==> src/rtl/casc_pkg.sv <==
package casc_pkg;
  localparam int unsigned CTL_LINES = 8;
  localparam int unsigned CTL_IDW   = $clog2(CTL_LINES);

  typedef logic [CTL_LINES-1:0] line_vec_t;

  typedef enum logic [1:0] {
    SRC_PRI   = 2'd0,
    SRC_SEC   = 2'd1,
    SRC_SPURP = 2'd2,
    SRC_SPURS = 2'd3
  } ack_src_e;

  function automatic line_vec_t bit_at(input logic [CTL_IDW-1:0] idx);
    line_vec_t v;
    v = '0;
    v[idx] = 1'b1;
    return v;
  endfunction
endpackage

==> src/rtl/casc_prio_pick.sv <==
module casc_prio_pick #(
  parameter int unsigned N = 8,
  localparam int unsigned W = $clog2(N)
) (
  input  logic [N-1:0] req,
  output logic         valid,
  output logic [W-1:0] idx
);
  always_comb begin
    idx = '0;
    for (int i = N - 1; i >= 0; i--) begin
      if (req[i]) idx = W'(i);
    end
    valid = |req;
  end
endmodule

==> src/rtl/casc_prio_core.sv <==
module casc_prio_core
  import casc_pkg::*;
#(
  parameter line_vec_t TRIG_MASK = 8'hFF
) (
  input  logic               clk,
  input  logic               rst_n,
  input  line_vec_t          line_in,
  input  line_vec_t          set_in,
  input  line_vec_t          level_sel,
  input  line_vec_t          mask_in,
  input  line_vec_t          isr_skip,
  input  logic               ack_en,
  input  logic               eoi_en,
  input  logic               auto_eoi,
  output logic               win_v,
  output logic [CTL_IDW-1:0] win_idx,
  output line_vec_t          isr_o
);
  line_vec_t irr_q, isr_q, last_q;
  line_vec_t irr_d, isr_d;
  line_vec_t lvl, rise, ack_bit, eoi_bit;
  logic               req_v, cur_v, top_v;
  logic [CTL_IDW-1:0] req_i, cur_i, top_i;

  casc_prio_pick #(.N(CTL_LINES)) i_req_pick (
    .req(irr_q & ~mask_in), .valid(req_v), .idx(req_i));
  casc_prio_pick #(.N(CTL_LINES)) i_cur_pick (
    .req(isr_q & ~isr_skip), .valid(cur_v), .idx(cur_i));
  casc_prio_pick #(.N(CTL_LINES)) i_top_pick (
    .req(isr_q), .valid(top_v), .idx(top_i));

  always_comb begin
    win_v   = req_v && (!cur_v || (req_i < cur_i));
    win_idx = req_i;
    lvl     = level_sel & TRIG_MASK;
    rise    = line_in & ~last_q;
    ack_bit = (ack_en && win_v) ? bit_at(req_i) : '0;
    eoi_bit = (eoi_en && top_v) ? bit_at(top_i) : '0;
    irr_d   = (lvl & line_in) |
              (~lvl & ((irr_q & ~ack_bit) | rise | set_in));
    isr_d   = (isr_q | (auto_eoi ? '0 : ack_bit)) & ~eoi_bit;
  end

  always_ff @(posedge clk or negedge rst_n) begin
    if (!rst_n) begin
      irr_q  <= '0;
      isr_q  <= '0;
      last_q <= '0;
    end else begin
      irr_q  <= irr_d;
      isr_q  <= isr_d;
      last_q <= line_in;
    end
  end

  assign isr_o = isr_q;

  AST_ISR_ONLY_ON_ACK: assert property (@(posedge clk) disable iff (!rst_n)
    !ack_en |=> ((isr_q & ~$past(isr_q)) == '0));
  AST_ISR_ONE_PER_ACK: assert property (@(posedge clk) disable iff (!rst_n)
    ack_en |=> ($countones(isr_q & ~$past(isr_q)) <= 1));
  AST_AUTO_NO_ISR: assert property (@(posedge clk) disable iff (!rst_n)
    auto_eoi |=> ((isr_q & ~$past(isr_q)) == '0));
  AST_EOI_ONE_CLEAR: assert property (@(posedge clk) disable iff (!rst_n)
    eoi_en |=> ($countones($past(isr_q) & ~isr_q) <= 1));
endmodule

==> src/rtl/casc_intr_ack.sv <==
module casc_intr_ack
  import casc_pkg::*;
#(
  parameter int unsigned VEC_W     = 8,
  parameter int unsigned CASC_LINE = 2,
  parameter line_vec_t   PRI_TRIG  = 8'hF8,
  parameter line_vec_t   SEC_TRIG  = 8'hDE,
  localparam int unsigned ALL_LINES = 2 * CTL_LINES,
  localparam int unsigned NUM_W     = CTL_IDW + 1,
  localparam logic [CTL_IDW-1:0] SPUR_IDX = CTL_IDW'(CTL_LINES - 1)
) (
  input  logic                 clk,
  input  logic                 rst_n,
  input  logic [ALL_LINES-1:0] irq_in,
  input  logic [ALL_LINES-1:0] irq_mask,
  input  logic [ALL_LINES-1:0] level_sel,
  input  logic [1:0]           auto_eoi,
  input  logic                 nest_sfn,
  input  logic [VEC_W-1:0]     base_pri,
  input  logic [VEC_W-1:0]     base_sec,
  input  logic                 ack,
  input  logic                 eoi,
  input  logic                 eoi_sec,
  output logic                 pending,
  output logic [VEC_W-1:0]     vector,
  output logic [NUM_W-1:0]     irq_num,
  output logic                 spurious
);
  localparam line_vec_t CASC_BIT = line_vec_t'(1) << CASC_LINE;

  logic rst_meta, rst_sync_n;
  always_ff @(posedge clk or negedge rst_n) begin
    if (!rst_n) begin
      rst_meta   <= 1'b0;
      rst_sync_n <= 1'b0;
    end else begin
      rst_meta   <= 1'b1;
      rst_sync_n <= rst_meta;
    end
  end

  logic               p_win, s_win, p_is_casc;
  logic [CTL_IDW-1:0] p_idx, s_idx;
  line_vec_t          p_isr, s_isr;

  assign p_is_casc = p_win && (p_idx == CTL_IDW'(CASC_LINE));

  casc_prio_core #(.TRIG_MASK(PRI_TRIG)) i_pri (
    .clk(clk), .rst_n(rst_sync_n),
    .line_in(irq_in[CTL_LINES-1:0] & ~CASC_BIT),
    .set_in((s_win && !ack) ? CASC_BIT : '0),
    .level_sel(level_sel[CTL_LINES-1:0]),
    .mask_in(irq_mask[CTL_LINES-1:0]),
    .isr_skip(nest_sfn ? CASC_BIT : '0),
    .ack_en(ack), .eoi_en(eoi && !eoi_sec), .auto_eoi(auto_eoi[0]),
    .win_v(p_win), .win_idx(p_idx), .isr_o(p_isr));

  casc_prio_core #(.TRIG_MASK(SEC_TRIG)) i_sec (
    .clk(clk), .rst_n(rst_sync_n),
    .line_in(irq_in[ALL_LINES-1:CTL_LINES]),
    .set_in('0),
    .level_sel(level_sel[ALL_LINES-1:CTL_LINES]),
    .mask_in(irq_mask[ALL_LINES-1:CTL_LINES]),
    .isr_skip('0),
    .ack_en(ack && p_is_casc), .eoi_en(eoi && eoi_sec), .auto_eoi(auto_eoi[1]),
    .win_v(s_win), .win_idx(s_idx), .isr_o(s_isr));

  ack_src_e           src;
  logic [VEC_W-1:0]   vec_d;
  logic [NUM_W-1:0]   num_d;
  logic               pend_d, spur_d;

  always_comb begin
    if (!p_win)        src = SRC_SPURP;
    else if (!p_is_casc) src = SRC_PRI;
    else if (s_win)    src = SRC_SEC;
    else               src = SRC_SPURS;
    unique case (src)
      SRC_PRI:   begin vec_d = base_pri + VEC_W'(p_idx);    num_d = {1'b0, p_idx};    end
      SRC_SEC:   begin vec_d = base_sec + VEC_W'(s_idx);    num_d = {1'b1, s_idx};    end
      SRC_SPURS: begin vec_d = base_sec + VEC_W'(SPUR_IDX); num_d = {1'b1, SPUR_IDX}; end
      default:   begin vec_d = base_pri + VEC_W'(SPUR_IDX); num_d = {1'b0, SPUR_IDX}; end
    endcase
    spur_d = ack && ((src == SRC_SPURP) || (src == SRC_SPURS));
    pend_d = ack ? 1'b0 : (pending || p_win);
  end

  always_ff @(posedge clk or negedge rst_sync_n) begin
    if (!rst_sync_n) begin
      pending  <= 1'b0;
      spurious <= 1'b0;
      vector   <= '0;
      irq_num  <= '0;
    end else begin
      pending  <= pend_d;
      spurious <= spur_d;
      if (ack) begin
        vector  <= vec_d;
        irq_num <= num_d;
      end
    end
  end

  AST_ACK_DROPS_PEND: assert property (@(posedge clk) disable iff (!rst_sync_n)
    ack |=> !pending);
  AST_PEND_STICKY: assert property (@(posedge clk) disable iff (!rst_sync_n)
    (pending && !ack) |=> pending);
  AST_SPUR_ONLY_AFTER_ACK: assert property (@(posedge clk) disable iff (!rst_sync_n)
    !ack |=> !spurious);
  AST_OUT_HOLD: assert property (@(posedge clk) disable iff (!rst_sync_n)
    !ack |=> ($stable(vector) && $stable(irq_num)));
  AST_PRI_SPUR_NO_ISR: assert property (@(posedge clk) disable iff (!rst_sync_n)
    (ack && !p_win && !eoi) |=> ($stable(p_isr) && $stable(s_isr) && spurious));
  AST_SEC_SPUR_NO_ISR: assert property (@(posedge clk) disable iff (!rst_sync_n)
    (ack && p_is_casc && !s_win && !(eoi && eoi_sec)) |=> ($stable(s_isr) && spurious));
endmodule

==> config.mk <==
export PLATFORM = sky130hd
export DESIGN_NAME = casc_intr_ack
export DESIGN_NICKNAME = d
export VERILOG_FILES = /design/src/rtl/casc_pkg.sv /design/src/rtl/casc_prio_pick.sv /design/src/rtl/casc_prio_core.sv /design/src/rtl/casc_intr_ack.sv
export SDC_FILE = /design/constraint.sdc
export NUM_CORES = 1
export LEC_CHECK = 0
export BUFFER_PORTS_ARGS = -buffer_cell sky130_fd_sc_hd__buf_2
export CORE_MARGIN = 2
export CORE_UTILIZATION = 59
export DETAILED_ROUTE_END_ITERATION = 10
export GPL_TIMING_DRIVEN = 0
export PLACE_DENSITY = 0.86
export SYNTH_ARGS = -nofsm -noshare
export SYNTH_HDL_FRONTEND = slang
export SYNTH_SLANG_ARGS = --single-unit
export TNS_END_PERCENT = 5
==> constraint.sdc <==
create_clock -name clk -period 3.5 [get_ports clk]
set_input_delay 0.875 -clock clk [delete_from_list [all_inputs] [get_ports clk]]
set_output_delay 0.875 -clock clk [all_outputs]
set_load 0.05 [all_outputs]
==> qor.csv, run 1 <==
stage,metric,value,unit
layout,diodes,0,
logic_synthesis,synthTopCellsByArea,"dfrtp_1 42%, o21ai_0 6.3%, nand2_1 4.5%",
cts,clkLatencyLatePin,370,ps
timing,period_needed,3730,ps
route,vias,4007,
placed_design,place_area,4420,um2
cts,clk_path_buf_depth,2,
logic_synthesis,syn_inst,434,
timing,finalSetupViolCount,4,
floorplan,rows,29,
timing,finalHoldViolCount,0,
logic_synthesis,synthFlopType,dfrtp_1,
route,route.detailed.drc,0,
critical_path,crit_cells,16,
layout,final_common_cell,buf_2,
logic_synthesis,syn_area,3790,um2
floorplan,io_pins,86,
placed_design,dp.cells,591,
layout,final_cell_mix,"77 x buf_2, 60 x dfrtp_1, 42 x nand2_1",
critical_path,required,3760,ps
critical_path,worstSetupStartpointType,input pin,
grt,grt_pass1_wl,17.7,mm
timing,rsz0062_at_grt,true,
grt,top_usage_layer,met2,
grt,grtUsageMet1,38.1,%
critical_path,critical_path_class,input pin to flip-flop,
route,drt-total-wl,11.9,mm
min_path,hold_path.class,input pin to asynchronous set/reset pin,
route,ant_nets,0,
logic_synthesis,synthArstFlopShare,100,%
logic_synthesis,seq_area_frac_synth,41.6,%
layout,drive_gt1_share,31.1,%
layout,fill_cells,396,
power_and_ir_drop,powerDensity,886,nW/um2
critical_path,path_cells,buf_6 > inv_2 > a2111oi_4 > nor2_4 > ha_4 > nand2_1 > a22o_1 > o211ai_1 > nand2_4 > mux2i_4 > ha_4 > nand2_2 > mux2i_4 > or3_1 > a31oi_1 > nor2_1,
logic_synthesis,yosysTopAreaCell,dfrtp_1,
placed_design,hpwl,7.41,mm
grt,antenna_found_initial,0,
floorplan,die_w,84.2,um
cts,htreeDepth,3,
critical_path,rr_worst_depth,15,
cts,cts_tree,yes,
cts,path_clk_slew,90,ps
power_and_ir_drop,p_leak,2.34,nW
critical_path,cpMaxStageDelayCell,a2111oi_4,
cts,cts_root_buf,clkbuf_8,
timing,whs,286,ps
grt,use_met3,6.69,%
floorplan,die_h,84.2,um
power_and_ir_drop,total_power,4.38,mW
timing,maxSlewHeadroom,39.0,%
cts,clkSinkCount,63,
timing,skew,15.5,ps
grt,grt_pass1_vias,3788,
outcome,violations,setup timing,
route,avgViaCountPerCell,6.39,
logic_synthesis,avgSynthCellArea,8.74,um2
grt,grt_usage,31.6,%
layout,final_nets,630,
route,first_iter_violations,374,
layout,finish.instance_area,4950,um2
floorplan,start_util,60.4,%
layout,post-route-util,78.8,%
logic_synthesis,synth_nets,519,
grt,grt_start_max_net_pins,39,
critical_path,end_kind,flip-flop,
floorplan,dieArea,7080,um2
logic_synthesis,yosys_register_bits,63,
critical_path,cp.buffers_inverters,2,
route,drt_pass1_iterations,5,
critical_path,crit_arrival,3990,ps
logic_synthesis,yosys.cell_types.count,57,
grt,grtUsageMet2,52.9,%
placed_design,gp_congestion,0.857,
route,wire_per_inst,19.0,um
grt,gr-total-overflow,0,
job,maxCapViolations,0,
placed_design,io_buffers,79,
critical_path,critical_path.max_stage_delay,560,ps
critical_path,crit_fanout,4,
timing,tightestPinTransition,912,ps
layout,syn_to_final_growth,30.5,%
timing,worst_slack,-231,ps
power_and_ir_drop,ir_worst_vdd,0.000623,V
timing,slew_viol_final,0,
timing,max_freq,268,MHz
floorplan,core_region_area,6280,um2
logic_synthesis,synth_warnings,0,
timing,fin_crit_sh,107,%
cts,cts_buffers,9,
logic_synthesis,synth_top_area_share,41.6,%
outcome,outcome,"complete, but fails checks",
layout,stdcell_count,627,
critical_path,critical-path-top-delay-family,compound AO/OA/AOI/OAI gates,
logic_synthesis,synth_edf_count,0,
[power by group]
group          internal, mW  switching [mW]
registers             0.909           0.179
clock network         0.402           0.324
logic                  1.04            1.53
[logic make-up after synthesis]
| group | after synthesis | share of synthesized area, % |
|---|---|---|
| AOI/OAI and AO/OA | 130 | 22.0 |
| xor gates and xnor gates | 9 | 2.08 |
| adders and majority gates | 13 | 4.69 |
| buffers and inverters | 38 | 4.06 |
| DFF | 63 | 41.6 |
| muxes | 10 | 2.64 |
| other | 1 | 0.0989 |
| and+or+nand+nor | 170 | 22.8 |
[stage by stage]
step | setup slack (ps) | setup TNS [ps]
6_report | -231 | -436
5_1_grt | -311 | -1150
4_1_cts | -33.9 | -61.9
3_5_place_dp | -739 | -13250
3_3_place_gp | -649 | -9980
2_1_floorplan | -195 | -411
[worst paths after layout]
path	start	end	slack, ps
worst max-delay path	irq_mask[13]	vector[6]	-230
worst min-delay path	rst_n	rst_meta	290
worst max register to register	i_sec.irr_q[7]	vector[6]	-120
worst min register to register	rst_meta	rst_sync_n	360
max in group asynchronous	rst_sync_n	i_pri.isr_o[0]	2480
min in group clk	rst_meta	rst_sync_n	360
[Yosys cell counts, drive strengths merged, types with 3 or more instances]
cell type,number
a2111oi,3
a211oi,4
a21o,4
a21oi,24
a31oi,10
and2,3
and3,4
clkbuf,4
dfrtp,63
ha,11
inv,31
mux2i,10
nand2,46
nand2b,18
nand3,9
nor2,43
nor2b,21
nor3,8
nor4,4
o211ai,3
o21ai,51
o22a,5
o31ai,9
o41ai,4
or2,3
or3,3
xnor2,3
xor2,6
[cell type report]
cell class	count	area [um2]	share of cell area (%)
clock inverters	7	97.6	1.97
multi-input cells	333	2300	46.5
plain buffers	4	22.5	0.455
inverters	32	120	2.43
repair buffers	102	604	12.2
clock buffers	9	124	2.50
well taps	77	96.3	1.95
flip-flops and latches	63	1580	32.0
[worst register-to-register path, stage by stage, from the launching register on]
cell and delay [ps]:
dfrtp_1 400, nor2b_2 210, a2111oi_4 500, nor2_4 110, ha_4 290, nand2_1 60, a22o_1 220, o211ai_1 410
nand2_4 140, mux2i_4 230, ha_4 180, nand2_2 80, mux2i_4 80, or3_1 370, a31oi_1 180, nor2_1 60
[registers in the layout, summed over array words and instances (netlist names)]
signal,flops
i_pri.isr_o,8
i_sec.irr_q,8
irq_num,4
i_sec.isr_o,8
i_sec.last_q,8
vector,8
rst_meta,1
i_pri.last_q,7
spurious,1
i_pri.irr_q,8
rst_sync_n,1
pending,1
[metal layers]
layer	part of all wire [%]	routed length (um)	vias up
met5	0	0	-
met3	8.6	1020	79
met1	36	4300	1896
met2	48	5730	270
met4	7.2	857	0
li1	-	-	1762
[repair_timing]
item / in CTS / in global routing
resized for setup: 15 / 25
setup endpoints to repair: 19 / 31
setup buffers: 8 / 14
pin swaps: 4 / 20
hold buffers: 0 / 0
(Power assumes the default switching activity.)
==> run 2: changes to the inputs <==
--- a/config.mk
+++ b/config.mk
@@ -7,11 +7,11 @@
 export LEC_CHECK = 0
 export BUFFER_PORTS_ARGS = -buffer_cell sky130_fd_sc_hd__buf_2
 export CORE_MARGIN = 2
-export CORE_UTILIZATION = 59
+export CORE_UTILIZATION = 55
 export DETAILED_ROUTE_END_ITERATION = 10
 export GPL_TIMING_DRIVEN = 0
-export PLACE_DENSITY = 0.86
+export PLACE_DENSITY = 0.81
 export SYNTH_ARGS = -nofsm -noshare
 export SYNTH_HDL_FRONTEND = slang
 export SYNTH_SLANG_ARGS = --single-unit
-export TNS_END_PERCENT = 5
+export TNS_END_PERCENT = 50
==> constraint.sdc (replaced) <==
create_clock -name clk -period 3.8 [get_ports clk]
set_input_delay 0.95 -clock clk [delete_from_list [all_inputs] [get_ports clk]]
set_output_delay 0.95 -clock clk [all_outputs]
set_load 0.05 [all_outputs]
==> qor.csv, run 2 (synthesis results as in run 1) <==
stage,metric,value,unit,change
cts,path_clk_slew,80,ps,about the same
critical_path,cp.buffers_inverters,3,,+1
grt,top_usage_layer,met2,,
critical_path,critical_path.max_stage_delay,300,ps,-260 ps
critical_path,critical-path-top-delay-family,simple AND/OR/NAND/NOR gates,,
layout,final_cell_mix,"79 x buf_2, 62 x dfrtp_1, 42 x nand2_1, 42 x o21ai_0, 38 x nor2_1",,
critical_path,cpMaxStageDelayCell,or3_1,,
grt,grt_start_max_net_pins,41,,+5.1%
critical_path,rr_worst_depth,16,,+1
cts,cts_buffers,9,,unchanged
power_and_ir_drop,p_leak,2.34,nW,-0.25%
job,maxCapViolations,0,,unchanged
grt,grtUsageMet1,34.2,%,-4.0 points
layout,syn_to_final_growth,28.9,%,
power_and_ir_drop,p_comb_share,57.1,%,-1.5 points
power_and_ir_drop,total_power,3.82,mW,-13%
route,ant_nets,0,,unchanged
timing,slew_viol_final,0,,unchanged
layout,fill_cells,496,,+25%
critical_path,critical_path_class,input pin to flip-flop,,
critical_path,crit_arrival,3980,ps,about the same
timing,finalSetupViolCount,0,,-4
floorplan,dieArea,7570,um2,+6.9%
route,first_iter_violations,211,,-44%
layout,post-route-util,72.7,%,-6.1 points
min_path,hold_path.class,flip-flop to asynchronous set/reset pin,,
placed_design,dp.cells,594,,+0.51%
floorplan,die_w,87.0,um,+3.4%
critical_path,worstSetupStartpointType,input pin,,
route,drt-total-wl,10.2,mm,-15%
timing,finalHoldViolCount,0,,unchanged
route,vias,3668,,-8.5%
layout,diodes,0,,unchanged
cts,clk_path_buf_depth,2,,unchanged
layout,stdcell_count,627,,unchanged
power_and_ir_drop,powerDensity,783,nW/um2,-12%
power_and_ir_drop,p_sw_share,44.8,%,-1.5 points
timing,max_freq,267,MHz,
timing,fin_crit_sh,98.6,%,
grt,antenna_found_initial,0,,unchanged
floorplan,core_region_area,6720,um2,+7.0%
floorplan,io_pins,86,,unchanged
critical_path,r2r_start,i_pri.isr_o[0],,
cts,cts_hold_buf,0,,unchanged
cts,clkLatencyLatePin,350,ps,-20 ps
cts,clkSinkCount,63,,unchanged
grt,grt_usage,27.0,%,-4.6 points
placed_design,io_buffers,79,,unchanged
timing,period_needed,3750,ps,
power_and_ir_drop,internal_power,2.11,mW,-10%
power_and_ir_drop,seqPwrFrac,25.8,%,+1.0 points
critical_path,crit_fanout,8,,+4
layout,final_common_cell,buf_2,,
timing,tightestPinTransition,853,ps,-59.1 ps
cts,cts_tree,yes,,
floorplan,die_h,87.0,um,+3.4%
grt,grt_pass1_vias,3494,,-7.8%
cts,htreeDepth,3,,unchanged
critical_path,rrSetupSlack,190,ps,+310 ps
placed_design,place_area,4410,um2,-0.20%
layout,drive_gt1_share,28.9,%,-2.2 points
cts,cts_root_buf,clkbuf_8,,
layout,finish.instance_area,4890,um2,-1.2%
route,route.detailed.drc,0,,unchanged
critical_path,end_kind,flip-flop,,
layout,final_nets,627,,-0.48%
power_and_ir_drop,switching_power,1.71,mW,-16%
grt,gr-total-overflow,0,,unchanged
critical_path,r2r-end,vector[4],,
timing,maxSlewHeadroom,43.0,%,+4.0 points
grt,use_met3,7.01,%,+0.33 points
placed_design,gp_congestion,0.882,,+2.8%
floorplan,rows,30,,+3.4%
power_and_ir_drop,ir_worst_vdd,0.000310,V,-50%
route,wire_per_inst,16.2,um,-15%
layout,multiInputGateArea,2280,um2,-1.0%
critical_path,required,4030,ps,+270 ps
grt,grtUsageMet2,44.7,%,-8.2 points
timing,skew,16.5,ps,+0.996 ps
floorplan,start_util,56.4,%,-4.0 points
power_and_ir_drop,p_clk_share,17.1,%,+0.5 points
layout,register_area,1580,um2,-0.16%
route,drt_pass1_iterations,5,,unchanged
grt,grt_pass1_wl,15.9,mm,-10%
placed_design,hpwl,7.35,mm,-0.83%
outcome,outcome,completed,,
route,avgViaCountPerCell,5.85,,-8.5%
critical_path,path_cells,buf_2 > nand2b_4 > o21ai_4 > nor3_4 > nand2b_4 > inv_4 > ha_4 > a211oi_2 > o21ai_1 > o211ai_1 > and2_4 > nand2_4 > buf_12 > mux2i_4 > ha_4 > nand2_2 > mux2i_4 > or3_1 > a31oi_1 > nor2_1,,
==> run 2: changes by cell type in the layout (fill, tap and decap cells not counted), moves of 3 or more <==
cell	before	now
buf_4	21	18
buf_6	4	1
nand3_1	4	7
nand3_2	5	2
==> run 2: cell type report <==
type,count,area share [%]
repair buffers,98,11.3
clock buffers,12,2.97
plain buffers,5,0.871
flip-flops and latches,63,32.3
multi-input cells,333,46.6
clock inverters,4,1.43
inverters,32,2.51
well taps,80,2.05
==> run 2: layer usage <==
layer | up-vias | share of wire, %
li1 | 1761 | -
met1 | 1757 | 42
met2 | 119 | 50
met3 | 31 | 5.3
met4 | 0 | 2.7
met5 | - | 0
==> run 2: through the flow <==
stage	setup TNS [ps]	hold slack, ps	setup slack [ps]
2_1_floorplan	0	331	16.6
3_3_place_gp	-3510	336	-431
3_5_place_dp	-5150	267	-507
4_1_cts	0	271	3.48
5_1_grt	-181	303	-85.8
6_report	0	247	51.9
==> run 2: timing repair <==
action | CTS | global route
pin swaps | 4 | 13
setup buffers | 4 | 14
resized for setup | 3 | 28
setup endpoints to repair | 4 | 18
==> run 2: worst max-delay path by stage <==
| stage | startpoint | endpoint | slack, ps | cells after the start |
|---|---|---|---|---|
| after global routing | irq_mask[5] | vector[4] | -90 | 20 |
| after CTS | irq_mask[2] | vector[6] | 3 | 20 |
| final | irq_mask[5] | vector[4] | 50 | 20 |
| after global placement | irq_mask[12] | vector[6] | -430 | 19 |
| after detailed placement | irq_mask[12] | vector[6] | -510 | 19 |
| after floorplan | irq_mask[14] | vector[4] | 20 | 16 |
==> run 2: power groups by stage <==
stage                     sequential [mW]  combinational (mW)  clock, mW
after floorplan                      1.21                1.23          0
after global placement              0.978                1.83          0
after detailed placement            0.980                1.91          0
after CTS                           0.968                2.01      0.660
after global routing                 1.01                2.36      0.694
final                               0.985                2.18      0.654
